==> config.mk <==
export PLATFORM = sky130hd
export DESIGN_NAME = op8_alu
export DESIGN_NICKNAME = d
export VERILOG_FILES = /design/src/rtl/op8_alu_pkg.sv /design/src/rtl/op8_full_adder.sv /design/src/rtl/op8_ripple_adder.sv /design/src/rtl/op8_arith_unit.sv /design/src/rtl/op8_logic_unit.sv /design/src/rtl/op8_alu.sv
export SDC_FILE = /design/constraint.sdc
export NUM_CORES = 1
export LEC_CHECK = 0
export CAP_MARGIN = 20
export CELL_PAD_IN_SITES_DETAIL_PLACEMENT = 1
export CELL_PAD_IN_SITES_GLOBAL_PLACEMENT = 1
export CORE_AREA = 3 3 40 42
export DETAILED_ROUTE_END_ITERATION = 12
export DIE_AREA = 0 0 43 45
export PLACE_DENSITY_LB_ADDON = 0.05
export SYNTH_ARGS = -nofsm -noshare
export SYNTH_HDL_FRONTEND = slang
export SYNTH_SLANG_ARGS = --single-unit
export TNS_END_PERCENT = 50
==> constraint.sdc <==
create_clock -name vclk -period 5.2
set_input_delay 0.78 -clock vclk [all_inputs]
set_output_delay 0.78 -clock vclk [all_outputs]
set_load 0.05 [all_outputs]
==> src/rtl/op8_alu_pkg.sv <==
package op8_alu_pkg;
   typedef enum logic [2:0] {
      OP_AND  = 3'b000,
      OP_OR   = 3'b001,
      OP_NOTA = 3'b010,
      OP_XOR  = 3'b011,
      OP_ADD  = 3'b100,
      OP_SUB  = 3'b101,
      OP_INC  = 3'b110,
      OP_DEC  = 3'b111
   } alu_op_e;

   localparam int unsigned OP_BITS       = 3;
   localparam int unsigned SEL_ARITH_BIT = 2;
   localparam int unsigned SEL_CONST_BIT = 1;
   localparam int unsigned SEL_SUB_BIT   = 0;
   localparam int unsigned LOGIC_SEL_W   = 2;
endpackage

==> src/rtl/op8_full_adder.sv <==
module op8_full_adder (
   input  logic x_i,
   input  logic y_i,
   input  logic c_i,
   output logic s_o,
   output logic c_o
);
   logic half;

   always_comb begin
      half = x_i ^ y_i;
      s_o  = half ^ c_i;
      c_o  = (x_i & y_i) | (c_i & half);
   end
endmodule

==> src/rtl/op8_ripple_adder.sv <==
module op8_ripple_adder #(
   parameter int unsigned WIDTH = 4
) (
   input  logic [WIDTH-1:0] x_i,
   input  logic [WIDTH-1:0] y_i,
   input  logic             cin_i,
   output logic [WIDTH-1:0] sum_o,
   output logic             cout_o,
   output logic             ctop_o
);
   localparam int unsigned TOP = WIDTH - 1;

   logic [WIDTH:0] chain;

   assign chain[0] = cin_i;

   for (genvar k = 0; k < WIDTH; k++) begin : g_stage
      op8_full_adder u_fa (
         .x_i (x_i[k]),
         .y_i (y_i[k]),
         .c_i (chain[k]),
         .s_o (sum_o[k]),
         .c_o (chain[k+1])
      );
   end

   assign cout_o = chain[WIDTH];
   assign ctop_o = chain[TOP];
endmodule

==> src/rtl/op8_arith_unit.sv <==
module op8_arith_unit #(
   parameter int unsigned WIDTH = 4
) (
   input  logic [WIDTH-1:0] a_i,
   input  logic [WIDTH-1:0] b_i,
   input  logic             use_one_i,
   input  logic             subtract_i,
   output logic [WIDTH-1:0] f_o,
   output logic             carry_o,
   output logic             ovf_o
);
   localparam logic [WIDTH-1:0] ONE = {{(WIDTH-1){1'b0}}, 1'b1};

   logic [WIDTH-1:0] operand;
   logic [WIDTH-1:0] addend;
   logic             ctop;
   logic             cout;

   always_comb begin
      operand = use_one_i ? ONE : b_i;
      addend  = operand ^ {WIDTH{subtract_i}};
   end

   op8_ripple_adder #(.WIDTH(WIDTH)) u_adder (
      .x_i    (a_i),
      .y_i    (addend),
      .cin_i  (subtract_i),
      .sum_o  (f_o),
      .cout_o (cout),
      .ctop_o (ctop)
   );

   assign carry_o = cout;
   assign ovf_o   = cout ^ ctop;
endmodule

==> src/rtl/op8_logic_unit.sv <==
module op8_logic_unit
   import op8_alu_pkg::*;
#(
   parameter int unsigned WIDTH = 4
) (
   input  logic [WIDTH-1:0]       a_i,
   input  logic [WIDTH-1:0]       b_i,
   input  logic [LOGIC_SEL_W-1:0] sel_i,
   output logic [WIDTH-1:0]       f_o
);
   localparam int unsigned NUM_FN = 1 << LOGIC_SEL_W;

   for (genvar k = 0; k < WIDTH; k++) begin : g_slice
      logic [NUM_FN-1:0] cand;
      always_comb begin
         cand[0] = a_i[k] & b_i[k];
         cand[1] = a_i[k] | b_i[k];
         cand[2] = ~a_i[k];
         cand[3] = a_i[k] ^ b_i[k];
      end
      assign f_o[k] = cand[sel_i];
   end
endmodule

==> src/rtl/op8_alu.sv <==
module op8_alu
   import op8_alu_pkg::*;
#(
   parameter int unsigned WIDTH = 4
) (
   input  logic [WIDTH-1:0]   a_i,
   input  logic [WIDTH-1:0]   b_i,
   input  logic [OP_BITS-1:0] op_i,
   output logic [WIDTH-1:0]   f_o,
   output logic               carry_o,
   output logic               ovf_o
);
   if (WIDTH < 2) begin : g_width_check
      $error("op8_alu: WIDTH must be at least 2");
   end

   logic [WIDTH-1:0] logic_f;
   logic [WIDTH-1:0] arith_f;
   logic             arith_c;
   logic             arith_v;
   logic             is_arith;

   assign is_arith = op_i[SEL_ARITH_BIT];

   op8_logic_unit #(.WIDTH(WIDTH)) u_logic (
      .a_i   (a_i),
      .b_i   (b_i),
      .sel_i (op_i[LOGIC_SEL_W-1:0]),
      .f_o   (logic_f)
   );

   op8_arith_unit #(.WIDTH(WIDTH)) u_arith (
      .a_i        (a_i),
      .b_i        (b_i),
      .use_one_i  (op_i[SEL_CONST_BIT]),
      .subtract_i (op_i[SEL_SUB_BIT]),
      .f_o        (arith_f),
      .carry_o    (arith_c),
      .ovf_o      (arith_v)
   );

   always_comb begin
      f_o     = is_arith ? arith_f : logic_f;
      carry_o = is_arith & arith_c;
      ovf_o   = is_arith & arith_v;
   end
endmodule

-- Word-level counts from Yosys, hierarchy flattened
Cells that the tools add are included.
- shift-type cells: 0
- multiply operators: 0
- order comparisons: 1
- div/mod/pow operators: 0
- equal/unequal tests: 0
- multiplexer cells: 10
- reductions and logical operators: 0
- add/subtract/negate cells: 0
- bitwise logic cells: 40
- operators by type and width (kind ; count):
    $and A1 B1 Y1 ; 14
    $xor A1 B1 Y1 ; 13
    $bmux W1 S2 ; 4
    $mux W4 ; 2
    $or A1 B1 Y1 ; 8
    $mux W1 ; 4
    $not A1 Y1 ; 4
    $xor A4 B4 Y4 ; 1
    $lt A2 B3 Y1 const B ; 1
- memories kept: 0
- bits in registers: 0
- bits of input ports: 11
- latch bits: 0
- bits in writable memories: 0
- logic and storage cells: 51
- memory bits (read-only): 0

-- Longest topological paths before layout
Gate-level depths: netlist of the first run.
- word-level depth: 13
- depth in mapped cells: 9
- gate-level depth less buffers: 8

-- Cells and area by module
A second synthesis of the first run with hierarchy kept.
- cells, all modules: 44
- area, all modules: 469.2 sq um
- modules (own cells, without submodules) (module ; cells each ; times used ; seq. area each (sq um) ; area each (sq um)):
    op8_logic_unit ; 24 ; 1 ; 0.0 ; 250.2
    op8_full_adder ; 1 ; 4 ; 0.0 ; 20.0
    op8_arith_unit ; 10 ; 1 ; 0.0 ; 78.8
    op8_alu ; 6 ; 1 ; 0.0 ; 60.1

-- Worst setup path after synthesis of the first run
No wires, ideal clock.
- path kind: input to output
- from: input op_i[0]
- to: output f_o[3]
- data arrival time: 3.791 ns
- required time: 4.420 ns
- stages: 8
- setup slack: 0.629 ns
- cells stage by stage: buf_4 -> buf_6 -> xnor2_1 -> fa_1 -> fa_1 -> fa_1 -> inv_1 -> a221oi_1
- word-level cells in the longest chain between the ends: 10
- ends and longest elaborated chain (item ; line ; source):
    from (decl) ; op8_alu.sv:8 ; input logic [OP_BITS-1:0] op_i,
    $xor A4 B4 Y4 ; op8_arith_unit.sv:21 ; addend = operand ^ {WIDTH{subtract_i}};
    $xor A1 B1 Y1 ; op8_full_adder.sv:11 ; half = x_i ^ y_i;
    $and A1 B1 Y1 ; op8_full_adder.sv:13 ; c_o = (x_i & y_i) | (c_i & half);
    $or A1 B1 Y1 ; op8_full_adder.sv:13 ;
    $and A1 B1 Y1 ; op8_full_adder.sv:13 ;
    $or A1 B1 Y1 ; op8_full_adder.sv:13 ;
    $and A1 B1 Y1 ; op8_full_adder.sv:13 ;
    $or A1 B1 Y1 ; op8_full_adder.sv:13 ;
    $xor A1 B1 Y1 ; op8_full_adder.sv:12 ; s_o = half ^ c_i;
    $mux W4 (*) ; op8_alu.sv:43 ; f_o = is_arith ? arith_f : logic_f;
    to (decl) ; op8_alu.sv:9 ; output logic [WIDTH-1:0] f_o,
Mark *: on every way between the ends. The rest lies on a longest branch, timed or not. The select of a mux whose other input is x is not followed.

-- Worst setup path in the final report of the first run
- from: input op_i[1]
- to: output carry_o
- word-level cells in the longest chain between the ends: 12
- ends and longest elaborated chain (item ; line ; source):
    $mux W4 (*) ; op8_arith_unit.sv:20 ; operand = use_one_i ? ONE : b_i;
    $xor A4 B4 Y4 (*) ; op8_arith_unit.sv:21 ;
    $xor A1 B1 Y1 ; op8_full_adder.sv:11 ;
    $and A1 B1 Y1 ; op8_full_adder.sv:13 ;
    $or A1 B1 Y1 ; op8_full_adder.sv:13 ;
    $and A1 B1 Y1 ; op8_full_adder.sv:13 ;
    $or A1 B1 Y1 ; op8_full_adder.sv:13 ;
    $and A1 B1 Y1 ; op8_full_adder.sv:13 ;
    $or A1 B1 Y1 ; op8_full_adder.sv:13 ;
    $and A1 B1 Y1 ; op8_full_adder.sv:13 ;
    $or A1 B1 Y1 (*) ; op8_full_adder.sv:13 ;
    $and A1 B1 Y1 (*) ; op8_alu.sv:44 ; carry_o = is_arith & arith_c;
    to (decl) ; op8_alu.sv:10 ; output logic carry_o,
Mark *: on every way between the ends. The rest lies on a longest branch, timed or not.

==> impl_metrics.tcl, run 1 <==
set metrics [dict create \
    pin_count 17 \
    cp_num_buf_inv 2 \
    die_area_um2 1935 \
    hp-start "op_i[2]" \
    required_ns 4.42 \
    synth_nets 84 \
    crit_chain "clkdlybuf4s50_1 > nand2b_1 > xnor2_1 > fa_1 > fa_1 > fa_1 > and2_2 > clkdlybuf4s50_1" \
    internal_power_uw 39.38 \
    grtUsageTotal_pct 12.09 \
    final_common_cell "clkdlybuf4s50_1" \
    routedWlPerCell_um 11.20 \
    dr.pass1.iters 1 \
    grt_max_degree 15 \
    seqPwrFrac_pct 0 \
    dieWidth_um 43 \
    slew_headroom_pct 67.06 \
    ys_seq_area_share_pct 0 \
    cpPeakStageDelay_ns 0.69 \
    power_density_nw_per_um2 141.7 \
    num_rows 13 \
    start_util_pct 37.20 \
    p_sw_uw 52.98 \
    die_y_um 45 \
    p_leak_nw 0.3005 \
    timing.fmax_mhz 218.7 \
    crit_path_end_kind "primary output" \
    fin_crit_ns 4.573 \
    antenna_found_initial 0 \
    swShare_pct 57.36 \
    worst_pin_slew_ns 0.4926 \
    report.final.slew_viol_count 0 \
    io_buffers 17 \
    overflow 0 \
    post-dp-hpwl_um 908.6 \
    syn_area_per_cell_um2 7.709 \
    grt_pass1_vias 439 \
    finalCritPeriodShare_pct 87.94 \
    post-route-util_pct 50.73 \
    nClkBuffers 0 \
    vdd_ir_drop_max_mv 0.09896 \
    drive_gt1_share_pct 12.99 \
    slowest_stage "clkdlybuf4s50_1" \
    outcome "finished, final reports clean" \
    place_congestion 0.7281 \
    netlist_area_um2 478.0 \
    final_nets 101 \
    cap_viol_max_count 0 \
    setup_viol 0 \
    cp_max_fo 7 \
    criticalPathCategory "in2out" \
    drtIter0Drc 0 \
    arrival_ns 3.79 \
    route.vias.total 458 \
    p_clk_share_pct 0 \
    postCtsSetupBuffers 0 \
    ys_warn_count 0 \
    regArea_um2 0 \
    tns_ns 0 \
    crit_path_frequent_cell "fa_1" \
    core-area_um2 1285 \
    synthCells 62 \
    final_cell_mix "clkdlybuf4s50_1, inv_1, ha_1, nand2_1, nor2_1" \
    power_uw 92.37 \
    grt_first_pass_wirelength_mm 1.904 \
    hold_end "ovf_o" \
    multiInputGateArea_um2 410.4 \
    viasPerCell 4.978 \
    combPwrFrac_pct 100.0 \
    cp_top_family "adder cells" \
    startpoint_type "input pin" \
    ant_nets 0 \
    hold_viol 0 \
    rsz0062_at_grt "no" \
    n_fill_cell 165 \
    area_growth_pct 36.39 \
    synth.distinct_cells 23 \
    holdBufCountCts 0 \
    antennaDiodeCount 0 \
    seq_cell_count 0 \
    cts_resized 0 \
    worst_hold_path.num_cells 3 \
    hold_class "in2out" \
    drt_wl_total_mm 1.030 \
    drc 0 \
]
## logic make-up (layout without fill, tap and decap cells)
group	count (synthesis)	count (layout)	synth area share, %
buf+inv	13	28	14.14
simple gates	21	21	25.39
compound gates	13	13	19.63
fa+ha+maj	11	11	33.51
xor+xnor	4	4	7.331
## final cells by class
type                       count  share of cell area [%]
inverter                      10                   5.758
multi-input combinational     49                   62.96
tap                           15                   2.879
timing repair buffer          18                   28.41
## how the worst max path moves through the flow
stage,depth (start not counted),end,slack [ns],startpoint
floorplan,8,f_o[3],0.63,op_i[0]
global placement,8,carry_o,0.63,op_i[1]
detailed placement,8,carry_o,0.60,op_i[1]
CTS,8,carry_o,0.61,op_i[1]
global route,9,carry_o,0.49,op_i[1]
finish,8,carry_o,0.63,op_i[1]
## power groups by stage
stage	combinational, mW	clock, mW	sequential (mW)
2_1_floorplan	0.0601	0	0
3_3_place_gp	0.0926	0	0
3_5_place_dp	0.0935	0	0
4_1_cts	0.0939	0	0
5_1_grt	0.101	0	0
6_report	0.0924	0	0
## cell usage after synthesis
| library cell | number | area share (%) |
|---|---|---|
| xnor2_1 | 3 | 5.5 |
| o211ai_2 | 1 | 2.6 |
| ha_1 | 8 | 21 |
| nand3_2 | 1 | 2.1 |
| and2_2 | 2 | 3.1 |
| or3b_1 | 1 | 1.8 |
| nand2b_1 | 3 | 3.9 |
| a211oi_1 | 2 | 3.1 |
| o21ai_0 | 3 | 3.1 |
| buf_4 | 1 | 1.6 |
| o211ai_1 | 3 | 4.7 |
| and3b_2 | 1 | 2.1 |
| and2b_2 | 1 | 1.8 |
| fa_1 | 3 | 13 |
| inv_1 | 10 | 7.9 |
| a221oi_1 | 2 | 3.7 |
| buf_6 | 2 | 4.7 |
| nand2_1 | 6 | 4.7 |
| a21oi_1 | 1 | 1.0 |
| nor2_1 | 5 | 3.9 |
| nand2b_2 | 1 | 1.8 |
| a31oi_1 | 1 | 1.3 |
| xor2_1 | 1 | 1.8 |
## routing by layer
layer | up-vias | GRT usage [%] | wire (µm)
met5 | - | 0 | 0
met4 | 0 | 0 | 0
met3 | 0 | 0 | 28
met2 | 8 | 21.26 | 523
met1 | 213 | 17.92 | 478
li1 | 237 | - | -
## stage by stage
step,setup WS (ns),hold WS (ns),cell area [µm²],std cells
2_1_floorplan,0.6290,1.831,478.0,62
3_3_place_gp,0.6314,2.607,651.9,92
3_5_place_dp,0.6042,2.602,651.9,92
4_1_cts,0.6095,2.609,651.9,92
5_1_grt,0.4904,2.658,651.9,92
6_report,0.6269,2.590,651.9,92
Note: power is estimated with default switching activity, not from simulation.
==> inputs of run 2 (changes only) <==
- SKIP_LAST_GASP: default -> 1
==> results of run 2 <==
Same layout as run 1: the final DEF is identical, and so are final timing and power.
==> inputs of run 3 (changes only) <==
- CORE_AREA: 3 3 40 42 -> 2 2 39 41
- DIE_AREA: 0 0 43 45 -> 0 0 41 43
- SETUP_SLACK_MARGIN: default -> 0.15
==> run 3 against run 2 <==
Wire length decreased by 7.0%; largest cell class unchanged; count of clock-buffer cells in the layout unchanged; first-iteration DRC count increased by 1; die area decreased by 8.9%; cell area increased by 0.19%; critical path type unchanged; largest power group unchanged; sequential share of layout area unchanged; via count increased by 3.1%; utilization decreased by 3.5 points.
==> impl_metrics.tcl, run 3 (synthesis gave the netlist of run 1 again) <==
set metrics [dict create \
    criticalPathCategory "in2out" \
    power_density_nw_per_um2 140.8 \
    arrival_ns 3.81 \
    crit_path_end_kind "primary output" \
    tns_ns 0 \
    grt_pass1_vias 455 \
    antenna_found_initial 0 \
    drive_gt1_share_pct 12.99 \
    startpoint_type "input pin" \
    grt_max_degree 15 \
    fin_cells 93 \
    die_area_um2 1763 \
    routedWlPerCell_um 10.30 \
    grtUsageTotal_pct 12.75 \
    dr_wl_met2_um 507 \
    outcome "finished, final reports clean" \
    cap_viol_max_count 0 \
    nClkBuffers 0 \
    die_y_um 43 \
    rsz0062_at_grt "no" \
    fin_crit_ns 4.587 \
    grt_first_pass_wirelength_mm 1.690 \
    pin_count 17 \
    post-route-util_pct 47.20 \
    dpl.cell_count 93 \
    required_ns 4.42 \
    io_buffers 17 \
    worst_hold_path.num_cells 3 \
    hold_end "ovf_o" \
    regArea_um2 0 \
    wl_met1_um 406 \
    overflow 0 \
    dieWidth_um 41 \
    report.final.slew_viol_count 0 \
    dr.pass1.iters 2 \
    multiInputGateArea_um2 410.4 \
    top_layer "met3" \
    hp-start "op_i[2]" \
    setup_viol 0 \
    n_fill_cell 185 \
    hold_ws_ns 2.578 \
    post-dp-hpwl_um 867.4 \
    drt_wl_total_um 958 \
    hold_class "in2out" \
    holdBufCountCts 0 \
    start_util_pct 34.54 \
    finalCritPeriodShare_pct 88.21 \
    viasPerCell 5.075 \
    ant_nets 0 \
    cts_resized 0 \
    vdd_ir_drop_max_mv 0.05953 \
    postCtsSetupBuffers 0 \
    final_common_cell "clkdlybuf4s50_1" \
    p_leak_nw 0.3005 \
    antennaDiodeCount 0 \
    power_uw 91.95 \
    worst_pin_slew_ns 0.4910 \
    slew_headroom_pct 67.16 \
    seq_cell_count 0 \
    core-area_um2 1384 \
    final_cell_mix "clkdlybuf4s50_1, inv_1, ha_1, nand2_1, nor2_1" \
    final_nets 101 \
    place_congestion 0.7047 \
    drc 0 \
    met3_length_um 44 \
    area_growth_pct 36.65 \
    timing.fmax_mhz 218.0 \
    hold_viol 0 \
    drtIter0Drc 1 \
    route.vias.total 472 \
    cp_max_fo 7 \
    num_rows 14 \
]
==> run 3: worst max-delay path, cell delays in order <==
cell and delay, ns:
clkdlybuf4s50_1 0.53, nand2b_1 0.21, xnor2_1 0.14, fa_1 0.42, fa_1 0.42, fa_1 0.41
and2_2 0.20, clkdlybuf4s50_1 0.69
==> run 3: worst max path at each step <==
stage | start | end | slack [ns] | cells past startpoint
6_report | op_i[1] | carry_o | 0.61 | 8
3_5_place_dp | op_i[1] | carry_o | 0.60 | 8
3_3_place_gp | op_i[1] | carry_o | 0.62 | 8
2_1_floorplan | op_i[0] | f_o[3] | 0.63 | 8
4_1_cts | op_i[1] | carry_o | 0.59 | 8
5_1_grt | op_i[1] | carry_o | 0.45 | 9
==> run 3: area by class of cell <==
cell class                      instances  area share [%]
Multi-Input combinational cell         49           62.84
Timing Repair Buffer                   18           28.35
Inverter                               10           5.747
Tap cell                               16           3.065
==> run 3: power by group <==
group	internal [mW]	total (mW)	switching, mW
sequential	0	0	0
clock	0	0	0
combinational	0.0395	0.0919	0.0524
==> run 3: metrics by stage <==
stage          cell area, µm²  setup slack, ns
6_report                653.1           0.6131
5_1_grt                 653.1           0.4506
4_1_cts                 653.1           0.5932
3_5_place_dp            653.1           0.5954
3_3_place_gp            653.1           0.6229
2_1_floorplan           478.0           0.6290
==> run 3: layer usage <==
layer | GRT usage, % | vias up
met5 | 0 | -
met4 | 0 | 0
met3 | 0 | 0
met2 | 25.94 | 11
met1 | 14.15 | 222
li1 | - | 239
